## config.mk

```make
export PLATFORM = sky130hd
export DESIGN_NAME = rx_silo
export DESIGN_NICKNAME = d
export VERILOG_FILES = /design/src/rtl/rx_silo.sv
export SDC_FILE = /design/constraint.sdc
export NUM_CORES = 2
export LEC_CHECK = 0
export BUFFER_PORTS_ARGS = -buffer_cell sky130_fd_sc_hd__buf_4
export CAP_MARGIN = 20
export CORE_ASPECT_RATIO = 0.7
export CORE_MARGIN = 2
export CORE_UTILIZATION = 48
export DETAILED_ROUTE_END_ITERATION = 8
export PLACE_DENSITY = 0.65
export REMOVE_ABC_BUFFERS = 1
export SLEW_MARGIN = 5
export SYNTH_ARGS = -nofsm -noshare
export SYNTH_HDL_FRONTEND = slang
export SYNTH_SLANG_ARGS = --single-unit
```

## constraint.sdc

```tcl
create_clock -name clk -period 14.1 [get_ports clk]
set_input_delay 2.82 -clock clk [delete_from_list [all_inputs] [get_ports clk]]
set_output_delay 2.82 -clock clk [all_outputs]
set_load 0.05 [all_outputs]
```

## src/rtl/rx_silo.sv

```systemverilog
module rx_silo #(
  parameter int DEPTH  = 256,
  parameter int LINE_W = 4,
  parameter int DATA_W = 8,
  parameter int TMO_W  = 8,
  parameter int NDIAG  = 8
) (
  input  logic                      clk,
  input  logic                      rst_n,
  input  logic                      ln_valid,
  input  logic [LINE_W-1:0]         ln_line,
  input  logic                      ln_kind,
  input  logic [DATA_W-1:0]         ln_data,
  input  logic                      ln_perr,
  input  logic                      ln_ferr,
  input  logic                      pop,
  output logic [LINE_W+DATA_W+3:0]  rd_entry,
  input  logic [TMO_W-1:0]          tmo_val,
  input  logic                      ie,
  input  logic                      ms_tick,
  input  logic                      mclr,
  input  logic                      self_fail,
  output logic                      mclr_busy,
  output logic                      diag_fail,
  output logic                      irq
);
  localparam int AW    = $clog2(DEPTH);
  localparam int CW    = AW + 1;
  localparam int EW    = 3 + LINE_W + DATA_W;
  localparam int ALARM = (3 * DEPTH) / 4;
  localparam int DW    = $clog2(NDIAG);

  logic [EW-1:0]    mem [DEPTH];
  logic [AW-1:0]    wr_ptr, rd_ptr;
  logic [CW-1:0]    count, count_nx;
  logic [TMO_W-1:0] tcnt;
  logic [DW-1:0]    dstep;
  logic             ovr_pend, rec_pend, busy, fail_r;

  wire empty    = (count == '0);
  wire full     = (count == CW'(DEPTH));
  wire accept   = ln_valid & ~busy & ~mclr;
  wire ln_store = accept & ~full;
  wire drop     = accept & full;
  wire wr_en    = (busy & ~mclr) | ln_store;
  wire pop_en   = pop & ~empty & ~busy & ~mclr;
  wire wr_rec   = busy | ln_kind;

  wire [2:0]        ln_flags = ln_kind ? 3'b111 : {ovr_pend, ln_ferr, ln_perr & ~ln_ferr};
  wire [DATA_W-1:0] ln_body  = ln_kind ? {1'b0, ln_data[DATA_W-2:0]} : ln_data;
  wire [DATA_W-1:0] dcode    = {1'b1, {(DATA_W-DW-2){1'b0}}, fail_r, dstep};
  wire [EW-1:0]     wr_word  = busy ? {3'b111, {LINE_W{1'b0}}, dcode}
                                    : {ln_flags, ln_line, ln_body};

  wire expired = (tmo_val >= TMO_W'(2)) && (tcnt >= tmo_val);
  wire alarm   = (count >= CW'(ALARM));
  wire imm     = (tmo_val == TMO_W'(1));

  assign count_nx  = count + CW'(wr_en) - CW'(pop_en);
  assign rd_entry  = empty ? '0 : {1'b1, mem[rd_ptr]};
  assign mclr_busy = busy;
  assign diag_fail = fail_r;
  assign irq       = ie & ~empty & (rec_pend | alarm | imm | expired);

  always_ff @(posedge clk)
    if (wr_en) mem[wr_ptr] <= wr_word;

  always_ff @(posedge clk or negedge rst_n) begin
    if (!rst_n) begin
      wr_ptr <= '0; rd_ptr <= '0; count <= '0; tcnt <= '0; dstep <= '0;
      ovr_pend <= 1'b0; rec_pend <= 1'b0; busy <= 1'b0; fail_r <= 1'b0;
    end else if (mclr) begin
      wr_ptr <= '0; rd_ptr <= '0; count <= '0; tcnt <= '0; dstep <= '0;
      ovr_pend <= 1'b0; rec_pend <= 1'b0; busy <= 1'b1; fail_r <= self_fail;
    end else begin
      if (wr_en)  wr_ptr <= wr_ptr + 1'b1;
      if (pop_en) rd_ptr <= rd_ptr + 1'b1;
      count <= count_nx;
      if (drop) ovr_pend <= 1'b1;
      else if (ln_store && !ln_kind) ovr_pend <= 1'b0;
      if (wr_en && wr_rec) rec_pend <= 1'b1;
      else if (count_nx == '0) rec_pend <= 1'b0;
      if (empty && wr_en) tcnt <= '0;
      else if (ms_tick && !empty && tcnt != '1) tcnt <= tcnt + 1'b1;
      if (busy) begin
        dstep <= dstep + 1'b1;
        if (dstep == DW'(NDIAG - 1)) busy <= 1'b0;
      end
    end
  end
endmodule

```

==> metrics <==
outcome complete, no violations; PD cells between 100 and 150 nW/um2; post-CTS setup buffers 0; WP data required ~11,000 ps; worst skew pair latency 920 ps; number of synthesized register bits 3,880; Pwr Total 22,530 uW; slack of the critical path 4885 ps; max_cap viols 0; num ports 50; CTS-repair resized insts 0; async set or reset register ratio after synthesis under 10%; hold buffers post-CTS 0; die area approximately 310,000 um2; vias between 70,000 and 80,000; data arrival time of the critical path approximately 6400 ps; Setup-failing EPs final 0; r2r setup slk 9690 ps; commonest non-fill, non-tap cell in the layout edfxtp_1; final hold violation count 0; # nets final around 7,000; CTS buffer count 351; hold_ws 541.7 ps; Max FO, Critical Path 57; Root Driver clkbuf_16; unrepaired setup endpoints after global routing false; CTS max path bufs 4; DRC 0; actual slew at the worst max-slew pin 1243 ps; IR drop worst, VDD 0.09855 mV; core area 307,100 um2; ANT nets after route 0; RePlAce Congestion around 0.8; clk sinks 3,880; Yosys top cell by area edfxtp_1; min-delay worst type flip-flop to flip-flop; row cnt between 150 and 200; Static Leak 0.05119 uW; PortBufs slightly below 50; share of the synthesized area in the top cell type 77.67%; Worst R2R End mem[106][7]$_DFFE_PP_; Worst-path clk slew 70 ps; Synth cell types 60; FF-to-FF path depth 6; half-perimeter wire length after detailed placement 220.9 mm; Post-Syn Instances between 6,000 and 7,000; H-tree depth 5; Routed WL 382.1 mm; Worst Setup End Kind primary output; register area share after synthesis 78.34%; gr usage total 24.10%; initial antenna violation count 26; Slew Limit Fails 0; post-layout min period a little over 9000 ps; CTS tree done; most frequent cells in the layout edfxtp_1, mux4_2, clkbuf_16; worst slack, placed around 5700 ps; Synth area leaders edfxtp_1, mux4_2, mux2i_1, nor2_1, o22ai_1; DR pass1 iterations 5; layout cells sized above 1 26.50%; first-pass GRT wire length between 500 and 600 mm; max_slew headroom 17.13%; crit path launch type flip-flop; final worst-path cycle share ~65%; vias per cell 6.364; Area Overhead vs Synth 12.07%; maximum clock frequency 108.5 MHz; vias in the first global route between 60,000 and 70,000; synthesized area between 100,000 and 150,000 um2; worst setup path class flip-flop to primary output; Initial Utilization 48.34%; Die Y between 400 and 500 um; skew final 50.56 ps; Avg Inst Size Synth 22.42 um2; Synthesis Warnings 0; DRT iter0 DRCs 10,971; gr ovfl total 0; drt wl/cell 33.55 um; largest net degree at the start of global routing 185; EDFF count, synth 3,840; worst r2r src mclr_busy$_DFF_PN0_; Die W 668.7 um; crit path capture rd_entry[7]; prevailing post-synth register cell edfxtp_1; CP startpoint rd_ptr[0]$_DFFE_PN0P_
[area by class of cell]
type	count	area, um2
diodes	1	2.502
repair buffers	394	3336
multi-input cells	2329	30480
clock inverters	205	1653
flip-flops and latches	3880	116300
fillers	22997	140800
well taps	4128	5165
clock buffers	424	9319
inverters	28	105.1
[stage by stage]
step                      std cells  cell area (um2)  TNS (ps)  util (%)
after floorplan                6237           146400  -1053600         -
after global placement        10737           155100         0     50.49
after detailed placement      10743           155100         0     50.51
after CTS                     11372           166100         0     54.08
after global routing          11389           166400         0     54.17
final                         11389           166400         0     54.17
[how the worst min path moves through the flow]
stage / from / endpoint / slack (ps) / depth (start not counted)
floorplan: ovr_pend$_DFFE_PN0P_ / ovr_pend$_DFFE_PN0P_ / 470 / 2
global placement: ovr_pend$_DFFE_PN0P_ / ovr_pend$_DFFE_PN0P_ / 500 / 2
detailed placement: ovr_pend$_DFFE_PN0P_ / ovr_pend$_DFFE_PN0P_ / 530 / 2
CTS: ovr_pend$_DFFE_PN0P_ / ovr_pend$_DFFE_PN0P_ / 550 / 2
global route: ovr_pend$_DFFE_PN0P_ / ovr_pend$_DFFE_PN0P_ / 590 / 2
finish: ovr_pend$_DFFE_PN0P_ / ovr_pend$_DFFE_PN0P_ / 540 / 2
[flip-flops by register name, indices dropped and copies added, names as in the netlist]
| name | flops |
|---|---|
| mem | 3840 |
| count | 9 |
| rd_ptr | 8 |
| tcnt | 8 |
| wr_ptr | 8 |
| dstep | 3 |
| diag_fail | 1 |
| mclr_busy | 1 |
| ovr_pend | 1 |
| rec_pend | 1 |
[cells in the mapped netlist (40+ instances only)]
cell / n
edfxtp_1: 3840
clkbuf_1: 179
a22oi_1: 136
o22ai_1: 165
dfrtp_1: 40
nand2_1: 88
mux4_2: 945
nor2_1: 321
mux2i_1: 153
a21oi_1: 54
o221ai_1: 45
buf_2: 76
buf_4: 51
nand3_1: 89
[critical path, stage by stage, from the launching register on]
cell and delay [ps]:
dfrtp_4 830, buf_12 440, buf_4 690, buf_4 800
mux2i_1 180, o221ai_1 260, a21oi_1 120, a2111oi_0 1000
buf_4 240, o21ai_1 160, nand4_1 340, buf_4 260
[report_power, final]
part           internal [uW]  total [uW]  switching (uW)
logic                    150         591             441
clock network           5160        9310            4150
registers              12600       12600            15.3
[kinds of logic (layout without fill, tap and decap cells)]
family / after synthesis / count (layout) / synth area share, %
DFF: 3880 / 3880 / 78.34
buffers and inverters: 412 / 1051 / 1.432
and+or+nand+nor: 651 / 651 / 1.992
xor gates and xnor gates: 26 / 26 / 0.1534
other: 0 / 1 / 0
AOI/OAI and AO/OA: 518 / 518 / 2.409
muxes: 1103 / 1103 / 15.40
adders and majority gates: 31 / 31 / 0.2663
[per-layer routing]
layer | GRT usage [%] | vias to the layer above | part of all wire [%]
li1 | - | 28859 | -
met1 | 37.97 | 38789 | 42
met2 | 33.91 | 4325 | 44
met3 | 6.252 | 501 | 13
met4 | 5.502 | 8 | 2.4
met5 | 0 | - | 0.014
Power figures use the tool's default switching activity.
